File: src/rtl/smem_wait_pkg.sv
package smem_wait_pkg;

  // Weight a request contributes to the outstanding count.
  function automatic logic [1:0] req_weight(input int unsigned dwords);
    return (dwords <= 1) ? 2'd1 : 2'd2;
  endfunction

  // Weight a completion removes from the outstanding count.
  function automatic logic [1:0] cpl_weight(input logic wide);
    return wide ? 2'd2 : 2'd1;
  endfunction

  // True when adding w to cnt stays within maxv.
  function automatic logic has_room(input int unsigned cnt, input int unsigned w,
                                    input int unsigned maxv);
    return (cnt + w) <= maxv;
  endfunction

endpackage

File: src/rtl/smem_cnt_core.sv
module smem_cnt_core #(
  parameter int CNT_W = 4
) (
  input  logic             clk,
  input  logic             rst_n,
  input  logic [1:0]       inc_w,
  input  logic [1:0]       dec_w,
  output logic [CNT_W-1:0] cnt_q,
  output logic             under_now,
  output logic             err_q
);
  logic [CNT_W:0]   sum;
  logic [CNT_W-1:0] cnt_d;

  always_comb begin
    sum       = {1'b0, cnt_q} + {{(CNT_W-1){1'b0}}, inc_w};
    under_now = {{(CNT_W-1){1'b0}}, dec_w} > sum;
    if (under_now) cnt_d = '0;
    else           cnt_d = CNT_W'(sum - {{(CNT_W-1){1'b0}}, dec_w});
  end

  always_ff @(posedge clk or negedge rst_n) begin
    if (!rst_n) begin
      cnt_q <= '0;
      err_q <= 1'b0;
    end else begin
      cnt_q <= cnt_d;
      err_q <= err_q | under_now;
    end
  end
endmodule

File: src/rtl/smem_wait_eval.sv
module smem_wait_eval #(
  parameter int CNT_W = 4
) (
  input  logic             wait_valid,
  input  logic [CNT_W-1:0] wait_thresh,
  input  logic [CNT_W-1:0] cnt_q,
  output logic             wait_hold
);
  assign wait_hold = wait_valid && (cnt_q > wait_thresh);
endmodule

File: src/rtl/smem_desc_guard.sv
module smem_desc_guard #(
  parameter int GAP_SLOTS = 1
) (
  input  logic clk,
  input  logic rst_n,
  input  logic desc_wr,
  input  logic iss_valid,
  input  logic iss_buf,
  output logic hazard,
  output logic desc_hold
);
  logic [GAP_SLOTS-1:0] hist_q;

  generate
    if (GAP_SLOTS == 1) begin : g_one
      always_ff @(posedge clk or negedge rst_n) begin
        if (!rst_n) hist_q <= '0;
        else        hist_q <= desc_wr;
      end
    end else begin : g_many
      always_ff @(posedge clk or negedge rst_n) begin
        if (!rst_n) hist_q <= '0;
        else        hist_q <= {hist_q[GAP_SLOTS-2:0], desc_wr};
      end
    end
  endgenerate

  assign hazard    = |hist_q;
  assign desc_hold = hazard & iss_valid & iss_buf;
endmodule

File: src/rtl/smem_wait_ctr.sv
module smem_wait_ctr
  import smem_wait_pkg::*;
#(
  parameter int CNT_W     = 4,
  parameter int DW_W      = 5,
  parameter int GAP_SLOTS = 1
) (
  input  logic             clk,
  input  logic             rst_n,
  input  logic             iss_valid,
  input  logic [DW_W-1:0]  iss_dwords,
  input  logic             iss_buf,
  input  logic             cpl_valid,
  input  logic             cpl_wide,
  input  logic             wait_valid,
  input  logic [CNT_W-1:0] wait_thresh,
  input  logic             desc_wr,
  output logic             stall,
  output logic             underflow_err
);
  localparam int unsigned CNT_MAX = (1 << CNT_W) - 1;

  logic [CNT_W-1:0] cnt_q;
  logic [1:0]       req_w;
  logic [1:0]       inc_w;
  logic [1:0]       dec_w;
  logic             room_ok;
  logic             full_hold;
  logic             wait_hold;
  logic             desc_hold;
  logic             hazard;
  logic             iss_fire;
  logic             under_now;
  logic             err_q;

  assign req_w     = req_weight(int'(iss_dwords));
  assign room_ok   = has_room(int'(cnt_q), int'(req_w), CNT_MAX);
  assign full_hold = iss_valid & ~room_ok;
  assign stall     = wait_hold | full_hold | desc_hold;
  assign iss_fire  = iss_valid & ~stall;
  assign inc_w     = iss_fire ? req_w : 2'd0;
  assign dec_w     = cpl_valid ? cpl_weight(cpl_wide) : 2'd0;
  assign underflow_err = err_q;

  smem_cnt_core #(.CNT_W(CNT_W)) u_core (
    .clk       (clk),
    .rst_n     (rst_n),
    .inc_w     (inc_w),
    .dec_w     (dec_w),
    .cnt_q     (cnt_q),
    .under_now (under_now),
    .err_q     (err_q)
  );

  smem_wait_eval #(.CNT_W(CNT_W)) u_wait (
    .wait_valid  (wait_valid),
    .wait_thresh (wait_thresh),
    .cnt_q       (cnt_q),
    .wait_hold   (wait_hold)
  );

  smem_desc_guard #(.GAP_SLOTS(GAP_SLOTS)) u_guard (
    .clk       (clk),
    .rst_n     (rst_n),
    .desc_wr   (desc_wr),
    .iss_valid (iss_valid),
    .iss_buf   (iss_buf),
    .hazard    (hazard),
    .desc_hold (desc_hold)
  );
endmodule

File: config.mk
export PLATFORM = sky130hd
export DESIGN_NAME = smem_wait_ctr
export DESIGN_NICKNAME = d
export VERILOG_FILES = /design/src/rtl/smem_wait_pkg.sv /design/src/rtl/smem_cnt_core.sv /design/src/rtl/smem_wait_eval.sv /design/src/rtl/smem_desc_guard.sv /design/src/rtl/smem_wait_ctr.sv
export SDC_FILE = /design/constraint.sdc
export NUM_CORES = 1
export LEC_CHECK = 0
export BUFFER_PORTS_ARGS = -buffer_cell sky130_fd_sc_hd__buf_2
export CAP_MARGIN = 20
export CORE_ASPECT_RATIO = 1.2
export CORE_MARGIN = 1.5
export CORE_UTILIZATION = 36
export DETAILED_ROUTE_END_ITERATION = 6
export RECOVER_POWER = 50
export SYNTH_ARGS = -nofsm -noshare
export SYNTH_HDL_FRONTEND = slang
export SYNTH_SLANG_ARGS = --single-unit
export TNS_END_PERCENT = 20
File: constraint.sdc
create_clock -name clk -period 3.6 [get_ports clk]
set_input_delay 0.54 -clock clk [delete_from_list [all_inputs] [get_ports clk]]
set_output_delay 0.54 -clock clk [all_outputs]
set_load 0.1 [all_outputs]
# Word-level counts from Yosys, hierarchy flattened
# Index checks and enable logic that the tools add are counted.
# totals
latch_bits	0
ff_bits	6
output_inout_bits	2
mem_count	0
rom_bits	0
mem_bits_rw	0
# classes
mux	5
reduce_logical	1
n_mul	0
shifts	0
n_eq_ne	0
div_mod_pow	0
add_sub_neg	3
n_bitwise	9
magnitude_cmp	4
# op_table
operator	n
adder 4 x 2 -> 5 bit	2
2-to-1 mux 2 bit	4
> comparator 2 x 5 -> 1 bit	1
<= comparator 5 x 1 -> 1 bit, second input constant	1
<= comparator 5 x 4 -> 1 bit, second input constant	1
bitwise AND 1 bit	4
> comparator 4 bit	1
2-to-1 mux 4 bit	1
subtractor 4 x 2 -> 4 bit	1
OR 1 bit	3
NOT 1 bit	2
logical AND 1 bit	1

# Longest topological paths before layout
# depth
depth_word	14
ltp_mapped	16
mapped_depth_nobuf	16

# Modules after synthesis
# From an unflattened synthesis, not the netlist that was laid out.
# hier_totals
hier_cells	67
hier_area_um2	669.4
# by_module_without_submodules
mod	area_per_inst_um2	instances	cells_per_inst	seq_area_each_um2
smem_cnt_core	430.4	1	40	125.1
smem_wait_ctr	108.9	1	11	0.0
smem_wait_eval	98.8	1	14	0.0
smem_desc_guard	31.3	1	2	25.0

# Least setup slack after synthesis
# OpenSTA, ideal clock, no wires.
# synth_path
path_type	in2reg
from	in iss_dwords[4]
to	reg u_core.cnt_q[3]
path_slack_ns	-0.206
setup_time_ns	0.131
path_buffers	0
arrival_ns	3.675
path_stages	12
path_cell_list	nor4_1 -> inv_1 -> fa_1 -> a32oi_1 -> nand3_1 -> or2_2 -> fa_1 -> ha_1 -> nor2b_1 -> o21ai_0 -> o2111a_1 -> or3_1
# synth_between
elab_chain_len	14
# synth_rtl
item	line	source
start, declared	smem_wait_ctr.sv:11	input logic [DW_W-1:0] iss_dwords,
<= comparator 5 x 1 -> 1 bit *	smem_wait_pkg.sv:5	return (dwords <= 1) ? 2'd1 : 2'd2;
2-to-1 mux 2 bit *	smem_wait_pkg.sv:5	
adder 4 x 2 -> 5 bit	smem_wait_pkg.sv:16	return (cnt + w) <= maxv;
<= comparator 5 x 4 -> 1 bit	smem_wait_pkg.sv:16	
NOT 1 bit	smem_wait_ctr.sv:38	assign full_hold = iss_valid & ~room_ok;
bitwise AND 1 bit	smem_wait_ctr.sv:38	
OR 1 bit (2 in series)	smem_wait_ctr.sv:39	assign stall = wait_hold | full_hold | desc_hold;
NOT 1 bit	smem_wait_ctr.sv:40	assign iss_fire = iss_valid & ~stall;
bitwise AND 1 bit	smem_wait_ctr.sv:40	
2-to-1 mux 2 bit *	smem_wait_ctr.sv:41	assign inc_w = iss_fire ? req_w : 2'd0;
adder 4 x 2 -> 5 bit *	smem_cnt_core.sv:16	sum = {1'b0, cnt_q} + {{(CNT_W-1){1'b0}}, inc_w};
subtractor 4 x 2 -> 4 bit / > comparator 2 x 5 -> 1 bit (equally long branches)	smem_cnt_core.sv:19, smem_cnt_core.sv:17	
2-to-1 mux 4 bit *	smem_cnt_core.sv:18	if (under_now) cnt_d = '0;
net u_core.cnt_d[3]	smem_cnt_core.sv:13	logic [CNT_W-1:0] cnt_d;
end signal, assigned	smem_cnt_core.sv:27	cnt_q <= cnt_d;
end, declared	smem_cnt_core.sv:8	output logic [CNT_W-1:0] cnt_q,
# Mark *: on every way through the listed nets, which the timed path passes. The rest lies on a longest branch.

# Worst setup path after layout
# layout_path
from	in iss_dwords[3]
to	reg u_core.cnt_q[3]
# The elaborated chain is that of the path after synthesis.

==> impl_results.md <==
* Status: completed
* Die X at 43.13 um
* Ys async rst share at 100.0%
* Cells after Synth at 84
* Pre-antenna DRT Iters at 2
* Minimum clock period after layout at 3509 ps
* Crit path DAT at 3610 ps
* # port buffers at 17
* Worst setup SP type: input pin
* Power consumption at 699.9 uW
* Final #Nets at 145
* # H-tree levels at 1
* Fin worst setup slack at 91.25 ps
* DR iter-0 viols at 2
* M1 GR Usage at 16.19%
* Synth top cells by count: 16 x inv_1, 11 x ha_1, 6 x dfrtp_1
* Post-Synth Adder-Cell Area at 28.42%
* Core box area at 1829 sq um
* Pre-CTS worst setup slack at -307.9 ps
* Seq/Total Area, Yosys at 21.58%
* First-pass GRT wire length at 2.525 mm
* Initial Util at 38.03%
* Register-to-register setup slack at 210 ps
* CTS sink cnt at 6
* Crit. End Element: flop
* Initial antenna violation count at 0
* Skew final at 4.215 ps
* DP Cell Count at 126
* Global route hottest layer: met2
* Pwr dens at 734.1 nW/um^2
* Synth cell types at 30
* Clock Pin Slew Worst Setup and Hold Paths at 50 ps
* Cell with the most instances after synthesis: inv_1
* Grt met3 use at 1.060%
* Layout cell share with drive strength beyond 1 at 39.29%
* Met2 track demand over resource at 28.86%
* Final HPWL DP at 1.211 mm
* Area Growth Syn to Fin at 37.05%
* Worst r2r src: u_core.cnt_q[1]
* Post-Synth Simple-Gate Area at 22.12%
* Largest family of logic cells by synthesized area: adder cells
* Avg Inst Size Synth at 8.282 sq um
* # DRC at 0
* Pleak at 0.4929 nW
* Setup violators final at 0
* Slew HR at 67.75%
* R2R cell count at 14
* Synth Area in Compound Gates at 17.63%
* Die area at 2206 sq um
* Gr usage total at 14.62%
* Tcrit/Tclk final at 97.47%
* Via total after detailed routing at 668
* R2R Path End: u_core.cnt_q[3]
* Final Max Slew Viols at 0
* Post-synth EDFFs at 0
* Filler Cell Count at 179
* Worst Setup Path Type: input pin to flop
* RSZ-0062 raised after global routing: true
* Post-synthesis cell area at 695.7 sq um
* Largest area contributor in the netlist: dfrtp_1
* VDD IR max at 414.4 uV
* Xor-xnor portion of the synthesized cell area at 0%
* Multiplexer share of the synthesized area at 0%
* Fmax at 0.2850 GHz
* Std cell rows at 17
* Fin. Hold Viols at 0
* Syn nets at 115
* Total CTS buffers at 3
* Clock latency at the later pin of the worst-skew pair at 240 ps
* Number of global-route vias before repair at 695
* Antenna-violating nets left at 0
* Post-synth top area share at 21.58%
* Grt ovf at 0
* Largest net degree at the start of global routing at 11
* Worst Path Max Fanout at 3
* Synth area leaders: dfrtp_1 22%, ha_1 20%, fa_1 8.6%
* Hold WC Path Type: input pin to asynchronous set/reset pin
* Vias per std cell at 5.099
* Post-layout instance count excluding filler cells at 131
* Final WL at 1.458 mm
* WP data required at 3700 ps
* Synth Register Bits at 6
* WL per Instance at 11.13 um
* Dominant synthesized flop cell: dfrtp_1
* Ant diodes at 0
* Worst-margin pin slew at 487.2 ps
* Synth warnings at 0
* Max-cap violations at 0
* Die H at 51.16 um
* Clock buffer depth at 2
* CTS root buf: clkbuf_4
* Top-Level Pins at 19
* Placer Congestion at 0.8415
* CTS tree: yes
## per-layer routing
layer	wire length, um	up-vias
met5	0	-
met4	0	0
met3	42	0
met2	829	14
met1	587	318
li1	-	336
## how the worst max path moves through the flow
stage / start / slack (ps) / end
finish: iss_dwords[3] / 90 / u_core.cnt_q[3]
global route: iss_dwords[4] / -50 / u_core.cnt_q[3]
CTS: iss_dwords[2] / 10 / u_core.cnt_q[3]
detailed placement: iss_dwords[2] / -310 / u_core.cnt_q[3]
global placement: iss_dwords[2] / -280 / u_core.cnt_q[3]
floorplan: iss_dwords[2] / 10 / u_core.cnt_q[3]
## sequential cells by signal (all words and copies together), names as in the netlist
register        count
u_core.cnt_q        4
u_core.err_q        1
u_guard.hazard      1
## layout make-up
| cell class | count | area, sq um | share of cell area (%) |
|---|---|---|---|
| Sequential cell | 6 | 150.1 | 15.75 |
| Inverter | 16 | 60.06 | 6.299 |
| Tap cell | 19 | 23.77 | 2.493 |
| Multi-Input combinational cell | 61 | 539.3 | 56.56 |
| Clock buffer | 3 | 22.52 | 2.362 |
| Timing Repair Buffer | 26 | 157.7 | 16.54 |
## placed cells by master (no fill, tap or decap), types with 2 or more instances in the layout
cell | Yosys | layout
ha_1 | 11 | 9
nand3_1 | 3 | 3
inv_2 | 0 | 3
or2_4 | 0 | 2
buf_2 | 0 | 15
fa_2 | 0 | 2
clkbuf_4 | 0 | 3
buf_4 | 0 | 9
a21oi_2 | 1 | 2
nor2_1 | 5 | 4
dfrtp_1 | 6 | 6
inv_1 | 16 | 13
a21oi_1 | 5 | 4
nand2_1 | 5 | 5
nor2b_1 | 4 | 3
nand2b_1 | 4 | 4
## what timing repair did
| item | 4_1_cts | 5_1_grt |
|---|---|---|
| hold buffers | 0 | 0 |
| endpoints found under the setup margin | 2 | 5 |
| pin swaps | 1 | 11 |
| hold endpoints to repair | 0 | 0 |
| gates resized for setup | 2 | 11 |
| setup buffers | 0 | 2 |
## kinds of logic (layout without fill, tap and decap cells)
family          after synthesis  count (layout)
buf+inv                      17              45
fa+ha+maj                    14              14
flops                         6               6
simple gates                 29              29
compound gates               18              18
## critical path, stage by stage
cell and delay, ps:
buf_2 110, nor4_4 280, inv_2 80, fa_2 360, a32oi_2 250, nand3_1 120
nor2_2 110, ha_2 190, inv_2 40, fa_2 470, ha_4 300, nor2b_4 130
o21ai_2 80, o2111a_1 220, or3_1 320
## stage by stage
stage	setup TNS, ps	hold WS, ps	instance area, sq um	utilization, %
after floorplan	0	244.4	723.2	-
after global placement	-915.5	364.2	873.3	47.74
after detailed placement	-1110	366.8	873.3	47.74
after CTS	0	110.0	910.9	49.79
after global routing	-88.18	173.4	953.4	52.12
final	0	156.9	953.4	52.12
## power breakdown
part	switching (mW)	internal, mW
registers	0.0306	0.0967
logic	0.287	0.226
clock network	0.0224	0.0376
Note: power is estimated with default switching activity, not from simulation.
